File: config.mk
export PLATFORM = sky130hd
export DESIGN_NAME = hw_max_unit
export DESIGN_NICKNAME = d
export VERILOG_FILES = /design/src/rtl/pmax_pkg.sv /design/src/rtl/pmax_opsel.sv /design/src/rtl/pmax_cmp_array.sv /design/src/rtl/pmax_merge.sv /design/src/rtl/hw_max_unit.sv
export SDC_FILE = /design/constraint.sdc
export NUM_CORES = 1
export LEC_CHECK = 0
export ABC_CLOCK_PERIOD_IN_PS = 1400
export BUFFER_PORTS_ARGS = -buffer_cell sky130_fd_sc_hd__buf_2
export CAP_MARGIN = 20
export CORE_AREA = 5 5 395 397
export DETAILED_ROUTE_END_ITERATION = 8
export DIE_AREA = 0 0 400 402
export PLACE_DENSITY_LB_ADDON = 0.25
export SLEW_MARGIN = 20
export SYNTH_ARGS = -nofsm -noshare
export SYNTH_HDL_FRONTEND = slang
export SYNTH_SLANG_ARGS = --single-unit
File: constraint.sdc
create_clock -name clk -period 1.4 [get_ports clk]
set_clock_uncertainty 0.2 [all_clocks]
set_input_delay 0.07 -clock clk [delete_from_list [all_inputs] [get_ports clk]]
set_output_delay 0.07 -clock clk [all_outputs]
set_load 0.05 [all_outputs]
File: src/rtl/pmax_pkg.sv
package pmax_pkg;

  typedef enum logic [1:0] {
    MODE_NARROW = 2'b00,
    MODE_MERGE  = 2'b01,
    MODE_CLEAR  = 2'b10,
    MODE_WIDE   = 2'b11
  } pmax_mode_e;

endpackage

File: src/rtl/pmax_opsel.sv
module pmax_opsel
  import pmax_pkg::*;
#(
  parameter int VEC_W = 256
) (
  input  logic [1:0]       mode,
  input  logic             len_bit,
  input  logic [VEC_W-1:0] src_a,
  input  logic [VEC_W-1:0] prev_dst,
  output logic [VEC_W-1:0] op_first,
  output logic             illegal
);

  pmax_mode_e mode_e;

  always_comb begin
    mode_e = pmax_mode_e'(mode);
    // destructive forms read the destination as their first operand
    if (mode_e == MODE_NARROW || mode_e == MODE_MERGE) op_first = prev_dst;
    else                                               op_first = src_a;
    illegal = (mode_e == MODE_CLEAR) && len_bit;
  end

endmodule

File: src/rtl/pmax_cmp_array.sv
module pmax_cmp_array #(
  parameter int LANE_W    = 16,
  parameter int NUM_LANES = 16,
  localparam int VEC_W    = LANE_W * NUM_LANES
) (
  input  logic [VEC_W-1:0] op_x,
  input  logic [VEC_W-1:0] op_y,
  output logic [VEC_W-1:0] lane_max
);

  for (genvar i = 0; i < NUM_LANES; i++) begin : g_lane
    logic signed [LANE_W-1:0] x_l;
    logic signed [LANE_W-1:0] y_l;
    logic                     x_wins;

    always_comb begin
      x_l    = op_x[i*LANE_W +: LANE_W];
      y_l    = op_y[i*LANE_W +: LANE_W];
      x_wins = x_l > y_l;  // strict: ties go to y
      lane_max[i*LANE_W +: LANE_W] = x_wins ? x_l : y_l;
    end
  end

endmodule

File: src/rtl/pmax_merge.sv
module pmax_merge
  import pmax_pkg::*;
#(
  parameter int LANE_W       = 16,
  parameter int NUM_LANES    = 16,
  parameter int NARROW_LANES = 4,
  parameter int MID_LANES    = 8,
  localparam int VEC_W       = LANE_W * NUM_LANES
) (
  input  logic [1:0]       mode,
  input  logic [VEC_W-1:0] lane_max,
  input  logic [VEC_W-1:0] prev_dst,
  output logic [VEC_W-1:0] merged
);

  pmax_mode_e mode_e;
  assign mode_e = pmax_mode_e'(mode);

  for (genvar i = 0; i < NUM_LANES; i++) begin : g_lane
    localparam bit IN_NARROW = (i < NARROW_LANES);
    localparam bit IN_MID    = (i < MID_LANES);
    logic active;
    logic keep;

    always_comb begin
      active = 1'b0;
      keep   = 1'b0;
      unique case (mode_e)
        MODE_NARROW: active = IN_NARROW;
        MODE_MERGE: begin
          active = IN_MID;
          keep   = !IN_MID;
        end
        MODE_CLEAR:  active = IN_MID;
        MODE_WIDE:   active = 1'b1;
        default:     active = 1'b0;
      endcase
      if (active)    merged[i*LANE_W +: LANE_W] = lane_max[i*LANE_W +: LANE_W];
      else if (keep) merged[i*LANE_W +: LANE_W] = prev_dst[i*LANE_W +: LANE_W];
      else           merged[i*LANE_W +: LANE_W] = '0;
    end
  end

endmodule

File: src/rtl/hw_max_unit.sv
module hw_max_unit #(
  parameter int LANE_W      = 16,
  parameter int NUM_LANES   = 16,
  parameter int NARROW_BITS = 64,
  parameter int MID_BITS    = 128,
  localparam int VEC_W        = LANE_W * NUM_LANES,
  localparam int NARROW_LANES = NARROW_BITS / LANE_W,
  localparam int MID_LANES    = MID_BITS / LANE_W
) (
  input  logic             clk,
  input  logic             rst_n,
  input  logic             in_valid,
  input  logic [1:0]       mode,
  input  logic             len_bit,
  input  logic [VEC_W-1:0] src_a,
  input  logic [VEC_W-1:0] src_b,
  input  logic [VEC_W-1:0] prev_dst,
  output logic [VEC_W-1:0] res,
  output logic             res_valid,
  output logic             undef_flag
);

  logic [VEC_W-1:0] op_first;
  logic             illegal;
  logic [VEC_W-1:0] lane_max;
  logic [VEC_W-1:0] merged;

  logic [VEC_W-1:0] res_q, res_d;
  logic             res_en;
  logic             vld_q, vld_d;
  logic             undef_q, undef_d;

  pmax_opsel #(.VEC_W(VEC_W)) u_opsel (
    .mode     (mode),
    .len_bit  (len_bit),
    .src_a    (src_a),
    .prev_dst (prev_dst),
    .op_first (op_first),
    .illegal  (illegal)
  );

  pmax_cmp_array #(.LANE_W(LANE_W), .NUM_LANES(NUM_LANES)) u_cmp (
    .op_x     (op_first),
    .op_y     (src_b),
    .lane_max (lane_max)
  );

  pmax_merge #(
    .LANE_W       (LANE_W),
    .NUM_LANES    (NUM_LANES),
    .NARROW_LANES (NARROW_LANES),
    .MID_LANES    (MID_LANES)
  ) u_merge (
    .mode     (mode),
    .lane_max (lane_max),
    .prev_dst (prev_dst),
    .merged   (merged)
  );

  // next-state
  always_comb begin
    res_en  = in_valid && !illegal;
    res_d   = merged;
    vld_d   = in_valid;
    undef_d = in_valid && illegal;
  end

  // registers
  always_ff @(posedge clk or negedge rst_n) begin
    if (!rst_n) begin
      res_q   <= '0;
      vld_q   <= 1'b0;
      undef_q <= 1'b0;
    end else begin
      if (res_en) res_q <= res_d;
      vld_q   <= vld_d;
      undef_q <= undef_d;
    end
  end

  assign res        = res_q;
  assign res_valid  = vld_q;
  assign undef_flag = undef_q;

endmodule

# Yosys cells after proc, flatten, opt, wreduce, memory -nomap -nowiden
# Index checks and enable logic that the tools add are counted.
word_totals:
  inputBits: 774
  output_inout_bits: 258
  reg_bits: 258
classes:
  n_reduce_logical: 9
  n_mux: 45
  order_cmp: 16
  eq_ne: 3
op_table:
  columns: ["cell", "n"]
  rows:
  - ["$mux 16", 40]
  - ["$gt 16x16->1", 16]
  - ["$mux 256", 1]
  - ["$reduce_or 3->1", 2]
  - ["$eq 2x2->1 const B", 2]
  - ["$pmux 1 s2", 2]
  - ["$reduce_or 4->1", 1]
  - ["$logic_and 1x1->1", 3]
  - ["$eq 2x1->1 const B", 1]
  - ["$logic_not 2->1", 1]
  - ["$mux 1", 2]
  - ["$logic_not 1->1", 1]
  - ["$logic_or 1x1->1", 1]

# Depth between registers and ports, before layout
# Gate-level depths: netlist (run 1).
depth:
  depth_word: 6
  mapped_depth: 14

# By module
# Synthesis (run 1) repeated with hierarchy kept, for this count alone.
unflattened:
  cells_unflattened: 2436
  hier_area_um2: 28290.9
by_module_without_submodules:
  columns: ["mod", "cells_each", "area_per_inst_um2", "seq_area_each_um2", "instances"]
  rows:
  - ["hw_max_unit", 545, 10772.8, 6456.2, 1]
  - ["pmax_cmp_array", 1185, 10117.2, 0.0, 1]
  - ["pmax_opsel", 286, 4115.2, 0.0, 1]
  - ["pmax_merge", 420, 3285.7, 0.0, 1]

# Worst setup path before layout (run 1)
# No wires, ideal clock.
synth_timing:
  path_type: "input -> register"
  startpoint: "input mode[1]"
  endpoint: "register res_q[32], in the netlist res[32]"
  required_time_ps: 1076
  setup_slack_ps: -1827
  arrival_time_ps: 2903
  cell_stages: 12
  setup_ps: 124
  path_buffers: 4
  path_cell_list: "buf_2 -> clkbuf_1 -> buf_2 -> mux2_2 -> ha_1 -> nand4_1 -> a2111o_1 -> o211ai_2 -> mux2_4 -> buf_8 -> and3_1 -> a211o_1"
synth_via:
  elab_chain_len: 6
  elab_cells_between_ends: 11
  cone_classes: "order compare: 1; eq/ne: 2; mux: 3; reduce/logical: 5"
synth_rtl:
  columns: ["item", "line", "text"]
  rows:
  - ["from (decl)", "hw_max_unit.sv:13", "input logic [1:0] mode,"]
  - ["$eq 2x1->1 or $logic_not 2->1 (tied branches)", "pmax_opsel.sv:19", "if (mode_e == MODE_NARROW || mode_e == MODE_MERGE) op_first = prev_dst;"]
  - ["$logic_or 1x1->1", "pmax_opsel.sv:19", null]
  - ["$mux 256", "pmax_opsel.sv:19", null]
  - ["$gt 16x16->1", "pmax_cmp_array.sv:19", "x_wins = x_l > y_l;"]
  - ["$mux 16", "pmax_cmp_array.sv:20", "lane_max[i*LANE_W +: LANE_W] = x_wins ? x_l : y_l;"]
  - ["$mux 16", "pmax_merge.sv:38", "if (active) merged[i*LANE_W +: LANE_W] = lane_max[i*LANE_W +: LANE_W];"]
  - ["to (signal assigned)", "hw_max_unit.sv:75", "if (res_en) res_q <= res_d;"]
  - ["to (decl)", "hw_max_unit.sv:28", "logic [VEC_W-1:0] res_q, res_d;"]
# Parallel ways exist; a longest one is shown, timed or not.
# A chain may end at the register's enable or synchronous reset.

# Worst setup path after layout (run 1)
layout_timing:
  startpoint: "input prev_dst[142]"
  endpoint: "register res_q[141], in the netlist res[141]"
layout_via:
  elab_chain_len: 4
layout_rtl:
  columns: ["item", "line", "text"]
  rows:
  - ["from (decl)", "hw_max_unit.sv:17", "input logic [VEC_W-1:0] prev_dst,"]
  - ["$mux 256", "pmax_opsel.sv:19", null]
  - ["$gt 16x16->1", "pmax_cmp_array.sv:19", null]
  - ["$mux 16", "pmax_cmp_array.sv:20", null]
  - ["$mux 16", "pmax_merge.sv:38", null]
# No other way between the ends.

==> impl_metrics.py, run 1 <==
metrics = {
    "outcome": {
        "run_status": "finished with violations",
        "violations_in_the_final_reports": "negative hold slack, negative setup slack",
    },
    "floorplan": {
        "std_cell_rows": 143,
        "initial_utilization_pct": 15.4,
        "die_h_um": 402,
        "io-pin-count": 1032,
        "coreArea_um2": 152000,
        "die_width_um": 400,
        "die_area_um2": 161000,
    },
    "cts": {
        "tritoncts.num_buffers": 40,
        "cts_tree": "yes",
        "clkTransAtPathRegs_ns": 0.05,
        "clk-insertion-delay-late_ns": 0.58,
        "clock_root_buffer_master": "sky130_fd_sc_hd__clkbuf_16",
        "clock_tree.buffer_depth": 3,
        "cts_num_sinks": 258,
        "cts_max_level": 2,
    },
    "logic_synthesis": {
        "ys_ff_latch": 258,
        "avgSynthCellArea_um2": 8.88,
        "synthArstFlopShare_pct": 100,
        "yosysWarningCount": 0,
        "synth.lib_cells_used.distinct": 72,
        "synthFlopType": "sky130_fd_sc_hd__dfrtp_1",
        "yosys.area.top_type": "sky130_fd_sc_hd__dfrtp_1",
        "synth_cells": 2633,
        "synthesis.area_um2": 23400,
        "ys_top_cells_by_area": "sky130_fd_sc_hd__dfrtp_1 (28%), sky130_fd_sc_hd__ha_1 (14%), sky130_fd_sc_hd__mux2_2 (12%), sky130_fd_sc_hd__mux2i_1 (10%), sky130_fd_sc_hd__a21oi_1 (4.2%)",
        "synth_edf_count": 0,
        "synthesis.nets": 3663,
        "synth_seq_area_share_pct": 27.6,
        "synth.top_cell.area_share_pct": 27.6,
    },
    "route": {
        "starting_drc_count_in_detailed_routing": 1370,
        "wire_per_inst_um": 22.2,
        "via_count": 28900,
        "vias_per_cell": 4.29,
        "antenna_violating_nets_post_route": 0,
        "totalWireLength_mm": 150,
        "remaining_drc_errors": 0,
        "dr.pass1.iters": 7,
    },
    "timing": {
        "setup_viol": 496,
        "final_critical_path_setup_slack_ns": -1.33,
        "final-max-slew-violation-count": 0,
        "final.min_clock_period_ns": 2.73,
        "max_freq_mhz": 366,
        "worst-slew-pin-transition_ns": 0.631,
        "rsz0062_at_grt": "yes",
        "max-slew-margin-rel_pct": 58.1,
        "fin_crit_sh_pct": 195,
        "fin_setup_tns_ns": -296.80,
        "finalHoldWorstSlack_ns": -0.438,
        "hold_viol": 244,
    },
    "critical_path": {
        "cp_cell_sequence": "buf_2, dlygate4sd3_1, mux2_4, ha_4, and3_4, a22oi_2, o211ai_1, a2111o_1, o211ai_4, buf_6, buf_12, mux2i_1, o22ai_1",
        "r2r.worst_path.cells": 3,
        "arrival_ns": 2.99,
        "path_type_of_the_worst_setup_path": "in2reg",
        "ff2ff_setup_slack_ns": 0.13,
        "timing.critical_path.fanout_max": 6,
        "cpPeakStageDelay_ns": 0.60,
        "worst_r2r_startpoint": "res[176]$_DFFE_PN0P_",
        "crit-reg2reg-capture": "res[176]$_DFFE_PN0P_",
        "worst_setup_path_end_kind": "flop",
        "crit_path_top_delay_cell": "sky130_fd_sc_hd__dlygate4sd3_1",
        "worstSetupStartpoint": "prev_dst[142]",
        "critical_path_launch_point_type": "input port",
        "cp.required_ns": 1.66,
    },
    "power": {
        "p_total_w": 0.0441,
        "power-per-cell-area_nw_per_um2": 927,
        "power_switching_share_pct": 41.0,
        "power.leakage_nw": 22.9,
        "max-vdd-ir-drop_v": 0.000654,
        "clkPwrFrac_pct": 24.6,
        "combinational_share_of_power_pct": 53.4,
        "total_switching_power_w": 0.0181,
        "p_int_w": 0.0260,
        "share_seq_of_total_power_pct": 22.1,
    },
    "cells_and_area": {
        "finalNonFillerCells": 6738,
        "layout_common_cells": "sky130_fd_sc_hd__buf_2 (771), sky130_fd_sc_hd__buf_4 (572), sky130_fd_sc_hd__dlygate4sd3_1 (368), sky130_fd_sc_hd__buf_6 (300), sky130_fd_sc_hd__inv_1 (257)",
        "n_fill_cell": 16000,
        "layout_commonest_cell": "sky130_fd_sc_hd__buf_2",
        "area_growth_pct": 104,
        "share_of_layout_cells_above_drive_strength_1_pct": 52.4,
        "finalNetCount": 5678,
    },
    "global_routing": {
        "first_global_vias": 29100,
        "global_route_wire_length_before_repair_mm": 202,
        "grt_start_max_net_pins": 48,
        "global_route.overflow_total": 0,
        "grt_antenna_before_repair": 53,
        "overall_global_routing_usage_pct": 16.9,
    },
    "placement": {
        "place_congestion": 0.951,
        "numPortBuffers": 1031,
        "place.detailed.hpwl_mm": 114,
        "placedCellCount": 6042,
    },
    "flow_run": {
        "max_cap_viol_count": 0,
    },
    "min_path": {
        "hold-path-cell-count": 3,
        "min-delay-path-class": "in2reg",
        "min_from": "prev_dst[238]",
        "timing.hold.worst_endpoint": "res[238]$_DFFE_PN0P_",
    },
}
repair_timing:
item                                   CTS  global route
setup endpoints to repair              514           767
cloned                                   9            14
pin swaps                               42           161
resized for setup                      183          1311
hold buffers                           365            81
buffers inserted                        32           183
endpoints found under the hold margin  516           252
power groups by stage:
stage	clock network, W	logic [W]	registers (W)
finish	0.0108	0.0235	0.00974
global route	0.0115	0.0249	0.00985
detailed placement	0	0.0173	0.00960
global placement	0	0.0173	0.00958
floorplan	0	0.00614	0.0136
CTS	0.0113	0.0191	0.00948
through the flow:
stage / hold WS, ns / util (%) / setup slack, ns / cell area, µm²
finish: -0.438 / 31.4 / -1.33 / 47600
global route: -0.471 / 31.4 / -1.32 / 47600
CTS: -0.515 / 27.2 / -1.22 / 41300
detailed placement: -0.283 / 23.0 / -2.17 / 34900
global placement: -0.282 / 23.0 / -2.14 / 34900
floorplan: -0.426 / - / -1.49 / 23700
sequential cells by signal (all words and copies together) (netlist names):
| name | cells |
|---|---|
| undef_flag | 1 |
| res | 256 |
| res_valid | 1 |
routing by layer:
metal	GRT usage [%]	up-vias	wire, µm
met1	21.5	14100	63600
met3	4.08	239	10100
met4	6.26	26	5360
met5	0	-	155
li1	-	13600	-
met2	27.6	957	70400
cells in the mapped netlist (10+ instances only):
cell type and n:
sky130_fd_sc_hd__nor2_1 132, sky130_fd_sc_hd__mux2_2 240, sky130_fd_sc_hd__and3_1 18, sky130_fd_sc_hd__and4_1 10, sky130_fd_sc_hd__inv_1 258, sky130_fd_sc_hd__o21ai_0 154, sky130_fd_sc_hd__ha_1 256, sky130_fd_sc_hd__buf_2 28
sky130_fd_sc_hd__and2_1 20, sky130_fd_sc_hd__dfrtp_1 258, sky130_fd_sc_hd__o21ai_1 134, sky130_fd_sc_hd__nor3_1 14, sky130_fd_sc_hd__and4b_1 14, sky130_fd_sc_hd__o22ai_1 96, sky130_fd_sc_hd__a21oi_1 194, sky130_fd_sc_hd__mux2i_1 242
sky130_fd_sc_hd__nand2_1 180, sky130_fd_sc_hd__clkbuf_1 94, sky130_fd_sc_hd__nor2b_1 15, sky130_fd_sc_hd__a21o_1 41, sky130_fd_sc_hd__nand3_1 35, sky130_fd_sc_hd__nand4_1 34
worst max-delay path by stage:
stage,end
finish,res[141]$_DFFE_PN0P_
global route,res[181]$_DFFE_PN0P_
CTS,res[46]$_DFFE_PN0P_
detailed placement,res[224]$_DFFE_PN0P_
global placement,res[15]$_DFFE_PN0P_
floorplan,res[16]$_DFFE_PN0P_
logic make-up (layout without fill, tap and decap cells):
kind of cell,after synthesis,count (layout),share of synthesized area [%]
mux,488,488,22.2
flops,258,258,27.6
simple gates,498,498,10.4
compound gates,719,719,18.3
fa+ha+maj,256,256,13.7
buf+inv,414,2460,7.72
other cells,0,29,0
critical path: cells and delay by family:
family / cells / cell delay, ns
multiplexers: 2 / 0.54
AND/OR/NAND/NOR: 1 / 0.20
AO/OA/AOI/OAI: 5 / 0.93
adder cells (fa/ha/maj): 1 / 0.23
buffers and inverters: 4 / 0.99
layout make-up:
cell class,count,area (µm²),share of cell area (%)
timing repair buffer,2129,17500,36.7
multi-input combinational,1961,18700,39.3
tap,2030,2540,5.33
clock inverter,15,165,0.347
sequential,258,6470,13.6
antenna,29,72.6,0.152
clock buffer,58,1190,2.50
inverter,258,968,2.03
No activity file was read; power rests on OpenSTA's default activity.
==> run 2, diff against run 1 <==
Settings changed: CORE_AREA 5 5 395 397 to 5 5 398 400, DIE_AREA 0 0 400 402 to 0 0 403 405, TNS_END_PERCENT set to 30.
==> run 2 against run 1 <==
Net effect: final cell count is 1.2% lower; highest routed layer unchanged; clock power is 5% higher; the flow still finishes with violations (negative hold slack, negative setup slack); clock-buffer cell count is 4 higher; power is 5.4% lower.
==> impl_metrics.py, run 2 (synthesized netlist as in run 1, its figures left out) <==
metrics = {
    "critical_path": {
        "timing.critical_path.depth": 14,
        "cp.required_ns": 1.68,
        "crit-reg2reg-capture": "res[236]$_DFFE_PN0P_",
        "crit_path_top_delay_cell": "sky130_fd_sc_hd__mux2_4",
        "r2r.worst_path.cells": 2,
        "path_type_of_the_worst_setup_path": "in2reg",
        "cell_family_with_most_cp_delay": "multiplexers",
        "worst_setup_path_end_kind": "flop",
        "worst_path_most_repeated_cell": "sky130_fd_sc_hd__buf_16",
        "arrival_ns": 3.05,
        "cpPeakStageDelay_ns": 0.43,
        "worst-path-buf-inv": 5,
        "cp_cell_sequence": "buf_16, buf_16, buf_12, buf_16, mux2_4, ha_4, nand2_2, o21a_1, o221a_1, o211ai_1, mux2_4, mux2i_2, buf_4, o21ai_2",
        "worst_r2r_startpoint": "res[236]$_DFFE_PN0P_",
        "timing.critical_path.fanout_max": 6,
        "critical_path_launch_point_type": "input port",
        "ff2ff_setup_slack_ns": 0.16,
    },
    "cts": {
        "tritoncts.num_buffers": 42,
        "cts_num_sinks": 258,
        "cts_tree": "yes",
        "clkTransAtPathRegs_ns": 0.05,
        "clock_root_buffer_master": "sky130_fd_sc_hd__clkbuf_16",
        "cts_max_level": 2,
        "clk-insertion-delay-late_ns": 0.60,
        "clock_tree.buffer_depth": 3,
    },
    "cells_and_area": {
        "layout_common_cells": "sky130_fd_sc_hd__buf_2 (1027), sky130_fd_sc_hd__buf_4 (443), sky130_fd_sc_hd__dlygate4sd3_1 (378), sky130_fd_sc_hd__inv_1 (258), sky130_fd_sc_hd__dfrtp_1 (258)",
        "finalNonFillerCells": 6660,
        "layout_commonest_cell": "sky130_fd_sc_hd__buf_2",
        "n_fill_cell": 16600,
        "regArea_um2": 6460,
        "multiInputGateArea_um2": 18100,
        "share_of_layout_cells_above_drive_strength_1_pct": 49.7,
        "largest_reg_flops": 256,
        "finalNetCount": 5564,
        "area_growth_pct": 90.6,
    },
    "global_routing": {
        "globalRoute.busiestLayer": "met2",
        "first_global_vias": 28700,
        "global_route.overflow_total": 0,
        "grt_antenna_before_repair": 65,
        "overall_global_routing_usage_pct": 16.9,
        "grtUsageMet2_pct": 26.9,
        "gr-usage-met3_pct": 5.14,
        "grt_start_max_net_pins": 51,
        "global_route_wire_length_before_repair_mm": 202,
        "grtUsageMet1_pct": 21.4,
    },
    "route": {
        "remaining_drc_errors": 0,
        "wire_per_inst_um": 22.5,
        "starting_drc_count_in_detailed_routing": 1500,
        "dr.pass1.iters": 5,
        "via_count": 28400,
        "vias_per_cell": 4.26,
        "totalWireLength_mm": 150,
        "antenna_violating_nets_post_route": 0,
    },
    "floorplan": {
        "die_area_um2": 163000,
        "std_cell_rows": 145,
        "die_width_um": 403,
        "coreArea_um2": 155000,
        "initial_utilization_pct": 15.1,
        "io-pin-count": 1032,
        "die_h_um": 405,
    },
    "power": {
        "power.leakage_nw": 21.8,
        "combinational_share_of_power_pct": 50.2,
        "p_int_w": 0.0242,
        "total_switching_power_w": 0.0175,
        "power-per-cell-area_nw_per_um2": 936,
        "power_switching_share_pct": 41.9,
        "share_seq_of_total_power_pct": 22.7,
        "clkPwrFrac_pct": 27.1,
        "max-vdd-ir-drop_v": 0.000699,
        "p_total_w": 0.0417,
    },
    "min_path": {
        "timing.hold.worst_endpoint": "res[234]$_DFFE_PN0P_",
        "min-delay-path-class": "in2reg",
        "hold-path-cell-count": 3,
        "min_from": "prev_dst[234]",
    },
    "timing": {
        "final.min_clock_period_ns": 2.77,
        "max-slew-margin-rel_pct": 54.3,
        "hold_viol": 238,
        "setup_viol": 766,
        "rsz0062_at_grt": "yes",
        "fin_crit_sh_pct": 198,
        "final-max-slew-violation-count": 0,
        "worst-slew-pin-transition_ns": 0.683,
        "final_critical_path_setup_slack_ns": -1.37,
        "max_freq_mhz": 361,
        "finalHoldWorstSlack_ns": -0.455,
    },
    "flow_run": {
        "max_cap_viol_count": 0,
    },
    "placement": {
        "pre_cts_ws_ns": -2.26,
        "numPortBuffers": 1031,
        "place_congestion": 0.931,
        "placedCellCount": 6073,
        "place.detailed.hpwl_mm": 117,
    },
    "outcome": {
        "violations_in_the_final_reports": "negative hold slack, negative setup slack",
        "run_status": "finished with violations",
    },
}
## run 2: cell types whose count changed in the layout (fill, tap and decap cells not counted), moves of 16 or more
cell	before	now
sky130_fd_sc_hd__ha_4	126	103
sky130_fd_sc_hd__ha_1	126	152
sky130_fd_sc_hd__mux2_4	139	118
sky130_fd_sc_hd__buf_4	572	443
sky130_fd_sc_hd__buf_6	300	65
sky130_fd_sc_hd__mux2_2	107	130
sky130_fd_sc_hd__buf_2	771	1027
sky130_fd_sc_hd__buf_8	33	17
## run 2: layer usage
metal  part of all wire (%)  wire (µm)
met1                     43      64400
met4                    3.5       5250
met2                     46      68900
met5                   0.13        188
met3                    7.4      11100
## run 2: metrics by stage
| stage | utilization, % | TNS [ns] | hold slack, ns | instance area [µm²] |
|---|---|---|---|---|
| 2_1_floorplan | - | -349.56 | -0.426 | 23700 |
| 3_3_place_gp | 22.5 | -466.81 | -0.312 | 34900 |
| 3_5_place_dp | 22.5 | -475.08 | -0.312 | 34900 |
| 4_1_cts | 26.6 | -399.44 | -0.517 | 41200 |
| 5_1_grt | 28.8 | -435.70 | -0.485 | 44500 |
| 6_report | 28.8 | -396.71 | -0.455 | 44600 |
## run 2: final cells by class
cell class	count	area share [%]
clock inverters	12	0.390
multi-input cells	1963	40.5
diodes	38	0.213
flip-flops and latches	258	14.5
inverters	258	2.17
repair buffers	2011	33.6
clock buffers	62	2.80
well taps	2058	5.78
## run 2: repair_timing
item                       CTS  global route
hold buffers               376            42
hold endpoints to repair   516           244
gates cloned                 8            14
setup endpoints to repair  514           766
pin swaps                   43           121
buffers inserted            24            56
gates resized for setup    159           425
## run 2: worst max-delay path by stage
| stage | from | slack, ns | endpoint |
|---|---|---|---|
| after floorplan | mode[1] | -1.49 | res[16]$_DFFE_PN0P_ |
| after global placement | mode[1] | -2.18 | res[231]$_DFFE_PN0P_ |
| after detailed placement | mode[1] | -2.26 | res[232]$_DFFE_PN0P_ |
| after CTS | mode[1] | -1.22 | res[224]$_DFFE_PN0P_ |
| after global routing | mode[1] | -1.35 | res[25]$_DFFE_PN0P_ |
| final | mode[1] | -1.37 | res[29]$_DFFE_PN0P_ |
## run 2: power groups by stage
stage	Combinational [W]	Sequential, W	Clock, W
finish	0.0210	0.00946	0.0113
global route	0.0223	0.00959	0.0120
CTS	0.0190	0.00944	0.0118
detailed placement	0.0174	0.00955	0
global placement	0.0174	0.00954	0
floorplan	0.00612	0.0136	0
## run 2: tightest hold or removal path, stage by stage
cell and delay, ns:
sky130_fd_sc_hd__buf_2 0.09, sky130_fd_sc_hd__nand3_1 0.06, sky130_fd_sc_hd__o311ai_1 0.08
